**src/rtl/iotlb_pkg.sv**
```systemverilog
// Shared types for the translation cache.
// Assumes 4 KiB pages (page number = VA[31:12]) and a 32-bit command word.
package iotlb_pkg;
    localparam int ASID_W   = 7;
    localparam int VPN_W    = 20;
    localparam int PFN_W    = 20;
    localparam int PERM_W   = 3;
    localparam int PAGE_SH  = 12;
    // region boundaries expressed as page-number bit positions
    localparam int SECT_LSB = 22 - PAGE_SH;
    localparam int GRP_LSB  = 14 - PAGE_SH;

    typedef enum logic [1:0] {
        FL_ALL  = 2'b00,
        FL_NONE = 2'b01,
        FL_SECT = 2'b10,
        FL_GRP  = 2'b11
    } flush_mode_e;

    typedef struct packed {
        logic              vld;
        logic [ASID_W-1:0] asid;
        logic [VPN_W-1:0]  vpn;
        logic [PFN_W-1:0]  pfn;
        logic [PERM_W-1:0] perm;
    } tlb_line_t;

    typedef struct packed {
        logic              act;
        flush_mode_e       mode;
        logic              asid_en;
        logic [ASID_W-1:0] asid;
        logic [VPN_W-1:0]  tag;
    } flush_req_t;
endpackage

```
**src/rtl/iotlb_flush_decode.sv**
```systemverilog
// Splits the 32-bit invalidation command into mode, tag qualifier and region tag.
// Assumes: mode in [1:0], tag enable in [31], tag in [30:24], region in [19:0].
module iotlb_flush_decode
    import iotlb_pkg::*;
(
    input  logic        flush_valid,
    input  logic [31:0] flush_cmd,
    output flush_req_t  req
);
    logic unused_cmd;
    assign unused_cmd = ^flush_cmd[23:20];

    // decode command fields; mode 1 is reserved and never acts
    always_comb begin
        req.mode    = flush_mode_e'(flush_cmd[1:0]);
        req.act     = flush_valid && (flush_cmd[1:0] != FL_NONE);
        req.asid_en = flush_cmd[31];
        req.asid    = flush_cmd[30:24];
        req.tag     = flush_cmd[VPN_W-1:0];
    end
endmodule

```
**src/rtl/iotlb_line.sv**
```systemverilog
// Compare logic for one cache line: lookup match, fill match and flush kill.
// Assumes the caller applies kill before fill, so both matches see post-flush state.
module iotlb_line
    import iotlb_pkg::*;
(
    input  tlb_line_t          line,
    input  logic               active,
    input  flush_req_t         fl,
    input  logic [ASID_W-1:0]  lk_asid,
    input  logic [VPN_W-1:0]   lk_vpn,
    input  logic [ASID_W-1:0]  fill_asid,
    input  logic [VPN_W-1:0]   fill_vpn,
    output logic               kill,
    output logic               lk_match,
    output logic               fill_match
);
    logic asid_ok, region_ok;
    logic unused_tag;
    assign unused_tag = ^fl.tag[GRP_LSB-1:0];

    // does the pending invalidation cover this line
    always_comb begin
        asid_ok = !fl.asid_en || (line.asid == fl.asid);
        unique case (fl.mode)
            FL_ALL:  region_ok = 1'b1;
            FL_SECT: region_ok = line.vpn[VPN_W-1:SECT_LSB] == fl.tag[VPN_W-1:SECT_LSB];
            FL_GRP:  region_ok = line.vpn[VPN_W-1:GRP_LSB]  == fl.tag[VPN_W-1:GRP_LSB];
            default: region_ok = 1'b0;
        endcase
        kill = line.vld && fl.act && asid_ok && region_ok;
    end

    // key comparisons against the surviving line
    always_comb begin
        lk_match   = line.vld && !kill && active &&
                     (line.asid == lk_asid) && (line.vpn == lk_vpn);
        fill_match = line.vld && !kill &&
                     (line.asid == fill_asid) && (line.vpn == fill_vpn);
    end
endmodule

```
**src/rtl/iotlb_victim.sv**
```systemverilog
// Chooses the line for a new translation: rotating pointer or lowest free active line.
// Assumes active_n <= ENTRIES; a pointer outside the active region counts as 0.
module iotlb_victim #(
    parameter int ENTRIES = 8,
    parameter int IDX_W   = $clog2(ENTRIES),
    parameter int CNT_W   = $clog2(ENTRIES + 1)
) (
    input  logic               clk,
    input  logic               rst_n,
    input  logic               rr_en,
    input  logic [CNT_W-1:0]   active_n,
    input  logic [ENTRIES-1:0] free_vec,
    input  logic               alloc,
    output logic [IDX_W-1:0]   victim
);
    logic [IDX_W-1:0] ptr_q, rr_pick, free_pick, ptr_nxt;
    logic             free_found;

    // rotating pick and its successor
    always_comb begin
        rr_pick = (CNT_W'(ptr_q) < active_n) ? ptr_q : '0;
        ptr_nxt = (CNT_W'(rr_pick) + CNT_W'(1) >= active_n) ? '0 : rr_pick + IDX_W'(1);
    end

    // lowest free line inside the active region
    always_comb begin
        free_pick  = '0;
        free_found = 1'b0;
        for (int i = ENTRIES - 1; i >= 0; i--) begin
            if (free_vec[i] && (CNT_W'(i) < active_n)) begin
                free_pick  = IDX_W'(i);
                free_found = 1'b1;
            end
        end
        victim = rr_en ? rr_pick : (free_found ? free_pick : '0);
    end

    // pointer moves only on a new allocation in rotating mode
    always_ff @(posedge clk) begin
        if (!rst_n)              ptr_q <= '0;
        else if (alloc && rr_en) ptr_q <= ptr_nxt;
    end
endmodule

```
**src/rtl/iotlb_asid.sv**
```systemverilog
// Fully associative, tag-qualified translation cache with encoded invalidation.
// Lookup is combinational; invalidation, then fill, update the lines at the clock edge.
// Assumes one fill and one invalidation command at most per cycle.
module iotlb_asid
    import iotlb_pkg::*;
#(
    parameter int ENTRIES = 8,
    parameter int IDX_W   = $clog2(ENTRIES),
    parameter int CNT_W   = $clog2(ENTRIES + 1)
) (
    input  logic              clk,
    input  logic              rst_n,
    input  logic [CNT_W-1:0]  cfg_active_lines,
    input  logic              cfg_rr_en,
    input  logic [ASID_W-1:0] lk_asid,
    input  logic [VPN_W-1:0]  lk_vpn,
    output logic              lk_hit,
    output logic [PFN_W-1:0]  lk_pfn,
    output logic [PERM_W-1:0] lk_perm,
    input  logic              fill_valid,
    input  logic [ASID_W-1:0] fill_asid,
    input  logic [VPN_W-1:0]  fill_vpn,
    input  logic [PFN_W-1:0]  fill_pfn,
    input  logic [PERM_W-1:0] fill_perm,
    input  logic              flush_valid,
    input  logic [31:0]       flush_cmd
);
    tlb_line_t          lines_q [ENTRIES];
    flush_req_t         fl;
    logic [ENTRIES-1:0] active_vec, kill_vec, hit_vec, fmatch_vec, free_vec, vld_vec;
    logic               fill_hit_any, alloc;
    logic [IDX_W-1:0]   fill_idx, victim;

    iotlb_flush_decode u_dec (
        .flush_valid (flush_valid),
        .flush_cmd   (flush_cmd),
        .req         (fl)
    );

    for (genvar g = 0; g < ENTRIES; g++) begin : g_line
        assign active_vec[g] = CNT_W'(g) < cfg_active_lines;
        assign vld_vec[g]    = lines_q[g].vld;
        assign free_vec[g]   = !lines_q[g].vld || kill_vec[g];
        iotlb_line u_line (
            .line       (lines_q[g]),
            .active     (active_vec[g]),
            .fl         (fl),
            .lk_asid    (lk_asid),
            .lk_vpn     (lk_vpn),
            .fill_asid  (fill_asid),
            .fill_vpn   (fill_vpn),
            .kill       (kill_vec[g]),
            .lk_match   (hit_vec[g]),
            .fill_match (fmatch_vec[g])
        );
    end

    // merge the (at most one) matching line onto the lookup outputs
    always_comb begin
        lk_hit  = |hit_vec;
        lk_pfn  = '0;
        lk_perm = '0;
        for (int i = 0; i < ENTRIES; i++) begin
            if (hit_vec[i]) begin
                lk_pfn  = lk_pfn  | lines_q[i].pfn;
                lk_perm = lk_perm | lines_q[i].perm;
            end
        end
    end

    // locate an in-place refill target among active lines
    always_comb begin
        fill_idx = '0;
        for (int i = ENTRIES - 1; i >= 0; i--) begin
            if (fmatch_vec[i] && active_vec[i]) fill_idx = IDX_W'(i);
        end
        fill_hit_any = |(fmatch_vec & active_vec);
        alloc        = fill_valid && !fill_hit_any && (cfg_active_lines != '0);
    end

    iotlb_victim #(.ENTRIES(ENTRIES), .IDX_W(IDX_W), .CNT_W(CNT_W)) u_vic (
        .clk      (clk),
        .rst_n    (rst_n),
        .rr_en    (cfg_rr_en),
        .active_n (cfg_active_lines),
        .free_vec (free_vec),
        .alloc    (alloc),
        .victim   (victim)
    );

    // line update: invalidate first, then drop stale copies, then write the fill
    always_ff @(posedge clk) begin
        for (int i = 0; i < ENTRIES; i++) begin
            if (!rst_n) begin
                lines_q[i] <= '0;
            end else begin
                if (kill_vec[i]) lines_q[i].vld <= 1'b0;
                if (fill_valid && fmatch_vec[i] && !active_vec[i]) lines_q[i].vld <= 1'b0;
                if (fill_valid && ((fill_hit_any && fill_idx == IDX_W'(i)) ||
                                   (alloc && victim == IDX_W'(i)))) begin
                    lines_q[i] <= '{vld: 1'b1, asid: fill_asid, vpn: fill_vpn,
                                    pfn: fill_pfn, perm: fill_perm};
                end
            end
        end
    end
endmodule

```
**config.mk**
```make
export PLATFORM = sky130hd
export DESIGN_NAME = iotlb_asid
export DESIGN_NICKNAME = d
export VERILOG_FILES = /design/src/rtl/iotlb_pkg.sv /design/src/rtl/iotlb_flush_decode.sv /design/src/rtl/iotlb_line.sv /design/src/rtl/iotlb_victim.sv /design/src/rtl/iotlb_asid.sv
export SDC_FILE = /design/constraint.sdc
export NUM_CORES = 1
export LEC_CHECK = 0
export BUFFER_PORTS_ARGS = -buffer_cell sky130_fd_sc_hd__buf_2
export CAP_MARGIN = 0
export CORE_MARGIN = 1.5
export CORE_UTILIZATION = 55
export DETAILED_ROUTE_END_ITERATION = 10
export GPL_TIMING_DRIVEN = 0
export PLACE_DENSITY = 0.76
export SLEW_MARGIN = 20
export SYNTH_ARGS = -nofsm -noshare
export SYNTH_HDL_FRONTEND = slang
export SYNTH_SLANG_ARGS = --single-unit
```
**constraint.sdc**
```tcl
create_clock -name clk -period 6.97 [get_ports clk]
set_input_delay 0.697 -clock clk [delete_from_list [all_inputs] [get_ports clk]]
set_output_delay 0.697 -clock clk [all_outputs]
set_load 0.005 [all_outputs]
```
==> metrics <==
Diodes inserted 0; global route overflow 0; initial antenna violation count 0; hold depth 2; Clock Tree Root clkbuf_16; Post-synth EDFFs about 410; hpwl dp between 70,000 and 80,000 um; syn_nets 2,385; Row Count 77; slowest CP cell nor4_1; met1 Use GR 0.576; worst skew pair latency approximately 600 ps; Crit. End Element output port; maximum fanout along the worst path 10; DIE WIDTH about 210 um; CTS Buf Count 44; drt pass-1 iters 9; sequential fraction of the synthesis area 0.498; final hold vios 0; vias in the first global route around 20k; WP buf/inv 2; max-slew violations 0; Slew headroom 0.134; Final #Nets 2,523; GRT Total Usage 0.467; outcome completed; Setup CP Type flop to output port; clock sink count around 400; Vias roughly 21k; Placer Congestion between 1 and 1.5; HP Class flop to flop; Final Cycle Share 0.888; core area ~0.044 mm^2; Seq cells post-synth between 400 and 500; CP required 6270 ps; RSZ-0062 raised after global routing no; grt peak-use layer met2; Fin Clk Skew approximately 21 ps; Fill cells ~3.6k; final core occ 0.620; IO Count 142; CP top delay family compound AO/OA/AOI/OAI gates; Worst R2R Setup Slack between 800 and 900 ps; grt met2 use 0.721; P per Cell Area ~220 mW/mm^2; CP Launch Type flop; top post-synthesis cells by area edfxtp_1 50%, xnor2_1 12%, xor2_1 10%, a21oi_1 5.6%, nor2_1 2.9%; final setup fails 0; dominant cell by count in the synthesized netlist edfxtp_1; drt wl/cell between 30 and 40 um; clk slew on worst S/H paths ~60 ps; die height between 200 and 250 um; total wire length 109,000 um; Leakage 9.56 nW; Die Area between 0.04 and 0.05 mm^2; R2R depth 17; antenna viol nets, final 0; effective utilization at floorplan 0.558; layout cell share with drive strength beyond 1 0.117; crit path cell chain xor2_1 -> nor4_1 -> a41oi_1 -> o41ai_1 -> nor3_1 -> clkbuf_1 -> a222oi_1 -> nand2_1 -> a211o_1 -> buf_2; hold path startpoint u_vic.ptr_q[1]$_SDFFE_PN0P_; largest net degree at the start of global routing 32; critical path's largest stage delay about 1100 ps; Netlist cell types 72; reg2reg end lines_q[1][187]$_SDFFCE_PN0P_; Worst Path Arrival around 5500 ps; htree depth 2; minimum clock period after layout between 6000 and 7000 ps; Synthesis Warnings 0; cell taking the most area after synthesis edfxtp_1; CP Launch Point lines_q[1][191]$_SDFFCE_PN0P_; fmax ~0.16 GHz; Worst R2R Start lines_q[1][191]$_SDFFCE_PN0P_; Post-synth top cells 408 x edfxtp_1, 350 x xnor2_1, 283 x xor2_1; Overall Power between 0.006 and 0.007 W; first-iteration detailed-routing DRC count 3,313; hold endpoint u_vic.ptr_q[1]$_SDFFE_PN0P_; Worst Max-Slew Pin Slew around 1300 ps; first-pass GRT wire length roughly 150,000 um; M3 GR Usage 0.114; Residual DRC 0; Max-Cap Viols 0; post-cts gate resize count 0; CTS max path bufs 3; Post-Synthesis Cells 2,260; cts hold-fix bufs 0; Yosys top cell area share 0.496; postcts setup bufs 0; Max VDD drop between 200 and 250 uV; CTS tree yes; area growth from synthesis to layout 11.1%; Async SR Flop Fraction 0; Synth Flop Type edfxtp_1; via density per instance 6.88; # port buffers between 50 and 60; mapped cell area 0.0247 mm^2; syn_area_per_cell roughly 11 um^2
worst max path at each step:
stage	end	depth (start not counted)
floorplan	lines_q[0][0]$_SDFFCE_PN0P_	11
global placement	lines_q[0][21]$_SDFFCE_PN0P_	11
detailed placement	lines_q[1][191]$_SDFFCE_PN0P_	18
CTS	lk_perm[0]	10
global route	lk_perm[0]	10
finish	lk_perm[0]	10
cell families (layout without fill, tap and decap cells):
group,count (synthesis),count (layout),synth area share
buf+inv,216,387,0.0470
fa+ha+maj,7,7,0.00354
simple gates,562,562,0.114
flops,411,411,0.498
xor+xnor,633,633,0.224
compound gates,431,431,0.113
worst min-delay path: stages, from the launching register on:
cell and delay [ps]:
dfxtp_1 320, nand2_1 60, a21oi_1 50
through the flow:
step	instances	TNS [ps]	setup WS, ps	cell area [um^2]	hold WS [ps]
global route	3023	0	763	27500	499
CTS	3022	0	1180	27500	478
floorplan	2260	0	66.4	24700	444
detailed placement	2943	0	714	26200	470
finish	3023	0	780	27500	475
global placement	2906	-594890	-4530	25700	466
sequential cells by signal, summed over array words and instances, names as in the netlist:
name / cells
lines_q: 408
u_vic.ptr_q: 3
per-layer routing:
layer,vias to the layer above,share of wire,wire [um]
met5,-,0,0
li1,8476,-,-
met3,348,0.12,13500
met2,1816,0.45,48700
met4,0,0.083,9040
met1,10200,0.35,38000
cells in the final DEF, fill, tap and decap left out, types with 4 or more instances in the layout:
cell       Yosys  layout
a211o_1       22      22
a211oi_1       7       6
a21o_1         5       4
a21oi_1      275     275
a221oi_1       4       4
a222oi_1      42      42
a22oi_1        4       4
a41oi_1        4       4
and3_1         7       7
buf_12         0       4
buf_2         58     113
buf_4          2      31
buf_6         36      39
clkbuf_1      81      83
clkbuf_16      0      44
clkbuf_2       0       8
clkinv_1       0      11
clkinv_2       0       8
edfxtp_1     408     408
ha_1           7       7
inv_1         36      36
nand2_1      103     103
nand2b_1       4       4
nand3_1       27      25
nand4_1      100     100
nand4_4        4       4
nor2_1       194     194
nor3_1        15      14
nor4_1        84      82
o2111ai_1      7       7
o211ai_1       6       6
o21ai_0       10       8
or3_1          6       6
xnor2_1      350     350
xor2_1       283     283
report_power, final:
part	total, W	leakage, nW	switching, W	internal (W)
combinational	0.000883	4.66	0.000592	0.000291
clock	0.00222	0.636	0.00104	0.00117
sequential	0.00297	4.26	0.000131	0.00284
total	0.00607	9.56	0.00177	0.00430
final cells by class:
class                   instances  area [um^2]  area share
repair buffers                 92          634      0.0231
flip-flops and latches        411        12300       0.448
plain buffers                 180         1040      0.0377
clock buffers                  54         1140      0.0415
well taps                     592          741      0.0270
multi-input cells            1633        11300       0.412
clock inverters                25          165     0.00601
inverters                      36          135     0.00492
Power figures use the tool's default switching activity.
